[config.mk]
export PLATFORM = sky130hd
export DESIGN_NAME = acc_cpu_core
export DESIGN_NICKNAME = d
export VERILOG_FILES = /design/src/rtl/acc_cpu_pkg.sv /design/src/rtl/acc_cpu_alu.sv /design/src/rtl/acc_cpu_seq.sv /design/src/rtl/acc_cpu_core.sv
export SDC_FILE = /design/constraint.sdc
export NUM_CORES = 1
export LEC_CHECK = 0
export ABC_AREA = 1
export ABC_CLOCK_PERIOD_IN_PS = 2000
export BUFFER_PORTS_ARGS = -buffer_cell sky130_fd_sc_hd__buf_2
export CAP_MARGIN = 20
export CORE_UTILIZATION = 40
export CTS_CLUSTER_SIZE = 20
export DETAILED_ROUTE_END_ITERATION = 16
export PLACE_DENSITY = 0.72
export SYNTH_ARGS = -nofsm -noshare
export SYNTH_HDL_FRONTEND = slang
export SYNTH_SLANG_ARGS = --single-unit
[constraint.sdc]
create_clock -name clk -period 2 [get_ports clk]
set_input_delay 0 -clock clk [delete_from_list [all_inputs] [get_ports clk]]
set_output_delay 0 -clock clk [all_outputs]
set_load 0.01 [all_outputs]
[src/rtl/acc_cpu_pkg.sv]
package acc_cpu_pkg;

   typedef enum logic [3:0] {
      S_FA   = 4'd0,
      S_FR   = 4'd1,
      S_FM   = 4'd2,
      S_FI   = 4'd3,
      S_FP   = 4'd4,
      S_DEC  = 4'd5,
      S_XA   = 4'd6,
      S_XR   = 4'd7,
      S_XM   = 4'd8,
      S_XACC = 4'd9,
      S_SD   = 4'd10,
      S_SW   = 4'd11,
      S_BR   = 4'd12,
      S_HLT  = 4'd13
   } cpu_state_e;

   localparam int OPC_HALT  = 0;
   localparam int OPC_LOAD  = 1;
   localparam int OPC_STORE = 2;
   localparam int OPC_ADD   = 3;
   localparam int OPC_SUB   = 4;
   localparam int OPC_AND   = 5;
   localparam int OPC_JUMP  = 6;
   localparam int OPC_JZ    = 7;

endpackage

[src/rtl/acc_cpu_alu.sv]
module acc_cpu_alu
   import acc_cpu_pkg::*;
#(
   parameter int DATA_W      = 16,
   parameter int OP_W        = 4,
   parameter bit SUB_VIA_ADD = 1'b1
) (
   input  logic [OP_W-1:0]   op,
   input  logic [DATA_W-1:0] acc_in,
   input  logic [DATA_W-1:0] opnd,
   output logic [DATA_W-1:0] result
);

   localparam logic [DATA_W-1:0] ONE = DATA_W'(1);

   logic [DATA_W-1:0] diff;

   // subtractor variant chosen at elaboration
   generate
      if (SUB_VIA_ADD) begin : g_sub_add
         assign diff = acc_in + ~opnd + ONE;
      end else begin : g_sub_direct
         assign diff = acc_in - opnd;
      end
   endgenerate

   always_comb begin
      if (op == OP_W'(OPC_ADD))      result = acc_in + opnd;
      else if (op == OP_W'(OPC_SUB)) result = diff;
      else if (op == OP_W'(OPC_AND)) result = acc_in & opnd;
      else                           result = opnd;
   end

endmodule

[src/rtl/acc_cpu_seq.sv]
module acc_cpu_seq
   import acc_cpu_pkg::*;
#(
   parameter int OP_W = 4
) (
   input  logic            clk,
   input  logic            rst_n,
   input  logic [OP_W-1:0] op,
   output cpu_state_e      state
);

   cpu_state_e nxt;
   logic       is_mem_rd;

   assign is_mem_rd = (op == OP_W'(OPC_LOAD)) || (op == OP_W'(OPC_ADD)) ||
                      (op == OP_W'(OPC_SUB))  || (op == OP_W'(OPC_AND));

   always_comb begin
      nxt = state;
      unique case (state)
         S_FA:   nxt = S_FR;
         S_FR:   nxt = S_FM;
         S_FM:   nxt = S_FI;
         S_FI:   nxt = S_FP;
         S_FP:   nxt = S_DEC;
         S_DEC: begin
            if (op == OP_W'(OPC_HALT))       nxt = S_HLT;
            else if (op == OP_W'(OPC_STORE)) nxt = S_XA;
            else if (is_mem_rd)              nxt = S_XA;
            else if ((op == OP_W'(OPC_JUMP)) || (op == OP_W'(OPC_JZ))) nxt = S_BR;
            else                             nxt = S_FA;
         end
         S_XA:   nxt = (op == OP_W'(OPC_STORE)) ? S_SD : S_XR;
         S_XR:   nxt = S_XM;
         S_XM:   nxt = S_XACC;
         S_XACC: nxt = S_FA;
         S_SD:   nxt = S_SW;
         S_SW:   nxt = S_FA;
         S_BR:   nxt = S_FA;
         S_HLT:  nxt = S_HLT;
         default: nxt = S_FA;
      endcase
   end

   always_ff @(posedge clk or negedge rst_n) begin
      if (!rst_n) state <= S_FA;
      else        state <= nxt;
   end

   assert_halt_sticky_R9: assert property (@(posedge clk) disable iff (!rst_n)
      state == S_HLT |=> state == S_HLT);

   assert_exec_refetch_R8: assert property (@(posedge clk) disable iff (!rst_n)
      (state == S_SW || state == S_BR || state == S_XACC) |=> state == S_FA);

endmodule

[src/rtl/acc_cpu_core.sv]
module acc_cpu_core
   import acc_cpu_pkg::*;
#(
   parameter int DATA_W      = 16,
   parameter int ADDR_W      = 12,
   parameter int OP_W        = 4,
   parameter bit SUB_VIA_ADD = 1'b1
) (
   input  logic              clk,
   input  logic              rst_n,
   output logic [ADDR_W-1:0] mem_addr,
   output logic [DATA_W-1:0] mem_wdata,
   output logic              mem_we,
   input  logic [DATA_W-1:0] mem_rdata,
   output logic              halted,
   output logic [3:0]        dbg_state,
   output logic [ADDR_W-1:0] dbg_pc,
   output logic [ADDR_W-1:0] dbg_mar,
   output logic [DATA_W-1:0] dbg_mdr,
   output logic [DATA_W-1:0] dbg_ir,
   output logic [DATA_W-1:0] dbg_acc
);

   localparam int OP_LSB = DATA_W - OP_W;
   localparam logic [ADDR_W-1:0] PC_STEP = ADDR_W'(1);

   generate
      if (OP_W + ADDR_W != DATA_W) begin : g_bad_split
         $error("opcode and address fields must fill the data word");
      end
      if (OP_W < 3) begin : g_bad_op
         $error("opcode field too narrow for eight instructions");
      end
   endgenerate

   cpu_state_e        state;
   logic [ADDR_W-1:0] pc_q, mar_q;
   logic [DATA_W-1:0] mdr_q, ir_q, acc_q;
   logic [OP_W-1:0]   ir_op;
   logic [ADDR_W-1:0] ir_addr;
   logic [DATA_W-1:0] alu_y;
   logic              acc_zero, take_branch;

   assign ir_op       = ir_q[DATA_W-1:OP_LSB];
   assign ir_addr     = ir_q[ADDR_W-1:0];
   assign acc_zero    = (acc_q == '0);
   assign take_branch = (ir_op == OP_W'(OPC_JUMP)) ||
                        ((ir_op == OP_W'(OPC_JZ)) && acc_zero);

   acc_cpu_seq #(.OP_W(OP_W)) seq_i (
      .clk   (clk),
      .rst_n (rst_n),
      .op    (ir_op),
      .state (state)
   );

   acc_cpu_alu #(.DATA_W(DATA_W), .OP_W(OP_W), .SUB_VIA_ADD(SUB_VIA_ADD)) alu_i (
      .op     (ir_op),
      .acc_in (acc_q),
      .opnd   (mdr_q),
      .result (alu_y)
   );

   always_ff @(posedge clk or negedge rst_n) begin
      if (!rst_n) begin
         pc_q  <= '0;
         mar_q <= '0;
         mdr_q <= '0;
         ir_q  <= '0;
         acc_q <= '0;
      end else begin
         unique case (state)
            S_FA:   mar_q <= pc_q;
            S_FM:   mdr_q <= mem_rdata;
            S_FI:   ir_q  <= mdr_q;
            S_FP:   pc_q  <= pc_q + PC_STEP;
            S_XA:   mar_q <= ir_addr;
            S_XM:   mdr_q <= mem_rdata;
            S_XACC: acc_q <= alu_y;
            S_SD:   mdr_q <= acc_q;
            S_BR:   if (take_branch) pc_q <= ir_addr;
            default: ;
         endcase
      end
   end

   assign mem_addr  = mar_q;
   assign mem_wdata = mdr_q;
   assign mem_we    = (state == S_SW);
   assign halted    = (state == S_HLT);
   assign dbg_state = state;
   assign dbg_pc    = pc_q;
   assign dbg_mar   = mar_q;
   assign dbg_mdr   = mdr_q;
   assign dbg_ir    = ir_q;
   assign dbg_acc   = acc_q;

   assert_ir_from_mdr_R1: assert property (@(posedge clk) disable iff (!rst_n)
      state == S_FI |=> ir_q == $past(mdr_q));

   assert_pc_step_R2: assert property (@(posedge clk) disable iff (!rst_n)
      state == S_FP |=> pc_q == $past(pc_q) + PC_STEP);

   assert_dec_no_xfer_R3: assert property (@(posedge clk) disable iff (!rst_n)
      state == S_DEC |-> !mem_we ##1 ($stable(mar_q) && $stable(mdr_q)));

   assert_we_single_R6: assert property (@(posedge clk) disable iff (!rst_n)
      mem_we |=> !mem_we);

   assert_store_data_R6: assert property (@(posedge clk) disable iff (!rst_n)
      mem_we |-> mem_wdata == acc_q && mem_addr == ir_addr);

   assert_halt_frozen_R9: assert property (@(posedge clk) disable iff (!rst_n)
      halted |=> $stable(pc_q) && $stable(acc_q) && $stable(ir_q) && !mem_we);

endmodule

Yosys cells after proc, flatten, opt, wreduce, memory -nomap -nowiden:

Cells that the tools add are included.

* $add $sub $neg: 4
* eq/ne operators: 21
* multiplexer cells: 13
* bitwise operators: 2
* reduce and logical (&&, ||, !) cells: 14

Operator list (count)
* $mux 16: 3
* $pmux 12 s2: 2
* $pmux 4 s11: 1
* $add 16x16->16: 2
* $eq 4x3->1 const B: 8
* $pmux 16 s2: 1
* $eq 4x4->1 const B: 6
* $mux 4: 5
* $add 16x1->16 const B: 1
* $and 16x16->16: 1
* $eq 4x2->1 const B: 4
* $logic_not 16->1: 1
* $not 16->16: 1
* $add 12x1->12 const B: 1
* $mux 12: 1
* $eq 4x1->1 const B: 2
* $logic_not 4->1: 2
* $reduce_bool 2->1: 3
* $logic_or 1x1->1: 5
* $ne 2x2->1 const B: 1
* $reduce_and 2->1: 1
* $reduce_or 2->1: 1
* $logic_and 1x1->1: 1

* register bits after elaboration: 76
* input port bits: 18
* output and inout port bits: 106
* word-level logic and storage cells: 60

Longest topological paths before layout:

* depth in word-level cells: 8
* mapped depth: 17
* gate-level depth less buffers: 17

Cells and area by module:

From an unflattened synthesis, not the netlist that was laid out.

* cells, all modules: 945
* area total of the unflattened synthesis: 6339.8 um^2

Modules (own cells, without submodules)
* acc_cpu_core: instances 1, cells each 441, area each 3709.8 um^2, sequential area each 1801.7 um^2
* acc_cpu_alu: instances 1, cells each 447, area each 2307.2 um^2, sequential area each 0.0 um^2
* acc_cpu_seq: instances 1, cells each 57, area each 322.8 um^2, sequential area each 100.1 um^2

Worst setup path after synthesis:

No wires, ideal clock.

* kind: register -> register
* start: register mdr_q[0] (netlist: dbg_mdr[0])
* end: register acc_q[10] (netlist: dbg_acc[10])
* setup time: 0.077 ns
* arrival: 1.881 ns
* required time: 1.923 ns
* slack: 0.041 ns
* stages on the path, launching flop included: 15
* buffers on the path: 0
* clock period less this slack: 1.959 ns
* cell sequence: dfrtp_1 ha_1 inv_1 fa_1 inv_1 nand3_1 nand2_1 nand2_1 nand2_1 nand2_1 nand3_1 nand2_1 nor2_1 nor2_1 a21oi_1

* word-level cells in the longest chain between the ends: 5
* elaborated cells on any way between the ends: 6
* classes of those cells: 3 x add/sub; 2 x mux; 1 x bitwise

Ends and longest elaborated chain
* start, declared: line acc_cpu_core.sv:38 `logic [DATA_W-1:0] mdr_q, ir_q, acc_q;`
* start signal, assigned: line acc_cpu_core.sv:74 `S_FM: mdr_q <= mem_rdata;`
* start signal, assigned: line acc_cpu_core.sv:78 `S_XM: mdr_q <= mem_rdata;`
* start signal, assigned: line acc_cpu_core.sv:80 `S_SD: mdr_q <= acc_q;`
* $not 16->16: line acc_cpu_alu.sv:21 `assign diff = acc_in + ~opnd + ONE;`
* $add 16x16->16: line acc_cpu_alu.sv:21
* $add 16x1->16: line acc_cpu_alu.sv:21
* $mux 16: line acc_cpu_alu.sv:29 `else if (op == OP_W'(OPC_SUB)) result = diff;`
* $mux 16 *: line acc_cpu_alu.sv:28 `if (op == OP_W'(OPC_ADD)) result = acc_in + opnd;`
* end signal, assigned: line acc_cpu_core.sv:79 `S_XACC: acc_q <= alu_y;`
* end, declared: line acc_cpu_core.sv:38

Mark *: on every way between the ends. The rest lies on a longest branch, timed or not.
A chain may end at the register's enable or synchronous reset.

Worst setup path in the final report:

* start: register mdr_q[0] (netlist: dbg_mdr[0])
* end: register acc_q[12] (netlist: dbg_acc[12])

Same word-level chain as after synthesis.

==> metrics.txt <==
Leak=4.17 nW; final period utilization=105%; Worst Hold Slack=1.89 ps; FF+latch count, synth=76; clk_lat worst skew=350 ps; pins over their slew limit=0; Iter 0 DRT Violations=632; Worst Path Arrival=2340 ps; placed inst area=7100 µm²; GPL Wtd Cong=0.948; Die X-Extent=125 µm; r2r worst-path depth=14; placed insts=1,204; setup slack, reg-to-reg=-90 ps; Area Growth Syn to Fin=30.3%; vias in the first global route=6,240; Synth Instances=881; routed wire length=21,200 µm; Mapped Area=6010 µm²; Hold Crit Endpoint=dbg_mdr[6]$_DFFE_PN0P_; Hold Crit Class=input port to register; crit path capture type=register; Slew @ Worst Pin=467 ps; prevailing post-synth register cell=dfrtp_1; r2r endpoint=dbg_acc[12]$_DFFE_PN0N_; critical path required time=2250 ps; syn_area_per_cell=6.82 µm²; Root Driver=clkbuf_16; max-cap violations=0; Ys Warns=0; Worst setup SP type=register; antenna viol nets, final=0; pwr/cell area=2070 nW/µm²; Synth Net Count=933; ant diodes=0; unrepaired setup endpoints after global routing=true; r2r startpoint=dbg_mdr[0]$_DFFE_PN0P_; Pre-antenna DRT Iters=5; violated checks=negative setup slack; Final Skew=7.61 ps; wire length per cell=17.1 µm; ratio of cells with drive above 1 in the final layout=29.5%; CORE AREA=14,600 µm²; largest net degree at the start of global routing=43; Nets=1,106; CP Class=register to register; total negative setup slack=-318 ps; Detailed Place HPWL=15,000 µm; design area=7830 µm²; first-pass GRT wire length=32,200 µm; non-filler cells, final=1,243; Die ar.=15,500 µm²; antenna violations before repair=0; Final Hold Vio Count=0; global-route usage over all layers=26.3%; hold depth=3; Max clock buf depth=2; vias=6,804; TritonCTS Buffers=9; VDD IR max=0.000708 V; Overall Power=16.2 mW; crit path time final=2090 ps; die height=125 µm; relative slew slack=68.9%; I/O pins=124; IO Port Bufs=123; endpoints failing setup=5; Seq/Total Area, Yosys=31.6%; crit path max fanout=3; Final Worst Setup Slack=-91.2 ps; fraction of registers with async set/reset=100%; clock edge transition at the registers on the reported setup and hold paths=60 ps; CTS H-tree depth=3; status=complete, but fails checks; row count=44; CTS Sinks=76; min-delay src=mem_rdata[6]; Distinct cells, synth=48; Initial Util=41.2%; Peak Freq=478 MHz; # DRC=0; Post-synth EDFFs=0; CTS tree=done; DR vias/cell=5.47; total gr overflow=0
critical path: stages (launching register included):
cell	delay, ps
dfrtp_1	410
ha_2	220
inv_1	80
fa_2	370
inv_2	70
nand3_1	80
nand2_2	120
buf_4	130
nand4_1	110
nand3_1	110
nand2_1	60
nand3_2	60
nand2_1	50
nand2_1	50
nand2_1	40
cells by family after synthesis:
kind of cell    Yosys count  share of synthesized area (%)
fa+ha+maj                34                           7.33
compound gates          164                           15.7
buf+inv                 185                           14.2
flops                    76                           31.6
xor+xnor                  9                           1.44
simple gates            413                           29.8
per-layer routing:
layer	part of all wire, %	global-route usage (%)	up-vias
met3	7.5	4.21	67
met4	4.6	14.6	0
met2	47	41.9	360
li1	-	-	3196
met5	0	0	-
met1	41	33.9	3181
flip-flops by register name (all words and copies together), names as in the netlist:
| name | count |
|---|---|
| dbg_acc | 16 |
| dbg_ir | 16 |
| dbg_pc | 12 |
| seq_i.state | 4 |
| dbg_mdr | 16 |
| dbg_mar | 12 |
cell usage in the layout (no fill, tap or decap), types with 5 or more instances in the layout:
master           n
o21ai_1          5
dlygate4sd3_1   12
buf_4           82
a31oi_1         11
o22ai_1         30
inv_2           17
o21ai_0         60
nand4_1         11
dfrtp_1         74
a21oi_2          8
ha_1            19
nand3_2          5
xor2_1           7
a21oi_1         29
inv_1          108
clkbuf_16        9
nor3_1          11
nand2_2         19
buf_2          122
ha_4             7
nand2_1        216
nor2_1          78
nand3_1         49
ha_2             6
final cells by class:
type,count,area [µm²]
clock buffer,10,239
clock inverter,6,71.3
fill,1362,6760
inverter,126,477
multi-input combinational,620,3470
sequential,76,1900
tap,184,230
timing repair buffer,221,1440
synthesized netlist by cell type (11+ instances only):
master	n	area share [%]
a21oi_1	35	2.9
a31oi_1	11	1.1
buf_2	14	1.2
buf_4	33	4.1
dfrtp_1	76	32
ha_1	32	6.7
inv_1	115	7.2
inv_2	11	0.69
nand2_1	231	14
nand3_1	52	4.3
nand4_1	11	1.1
nor2_1	78	4.9
nor3_1	12	1.0
o21ai_0	62	5.2
o22ai_1	30	3.1
through the flow:
stage	util [%]	setup WS, ps
2_1_floorplan	-	41.3
3_3_place_gp	48.6	31.0
3_5_place_dp	48.6	-38.7
4_1_cts	51.7	5.05
5_1_grt	53.7	-208
6_report	53.7	-91.2
repair_timing:
action                     CTS  global route
pin swaps                    1            11
hold endpoints to repair    45             0
hold buffers                12             0
setup buffers                0            11
gates resized for setup      5            57
setup endpoints to repair    4            25
worst max path at each step:
stage / cells past startpoint / slack [ps] / startpoint / endpoint
2_1_floorplan: 14 / 40 / dbg_mdr[0]$_DFFE_PN0P_ / dbg_acc[10]$_DFFE_PN0N_
3_3_place_gp: 8 / 30 / dbg_acc[10]$_DFFE_PN0N_ / dbg_pc[1]$_DFFE_PN0P_
3_5_place_dp: 15 / -40 / dbg_acc[0]$_DFFE_PN0N_ / dbg_acc[10]$_DFFE_PN0N_
4_1_cts: 14 / 5 / dbg_mdr[0]$_DFFE_PN0P_ / dbg_acc[12]$_DFFE_PN0N_
5_1_grt: 17 / -210 / dbg_mdr[0]$_DFFE_PN0P_ / dbg_acc[14]$_DFFE_PN0N_
6_report: 14 / -90 / dbg_mdr[0]$_DFFE_PN0P_ / dbg_acc[12]$_DFFE_PN0N_
where the power goes:
| part | internal (mW) | switching, mW | total [mW] |
|---|---|---|---|
| Clock | 1.01 | 0.728 | 1.74 |
| Sequential | 2.29 | 0.792 | 3.09 |
| Combinational | 4.50 | 6.87 | 11.4 |
| Total | 7.80 | 8.39 | 16.2 |
(Power assumes the default switching activity.)
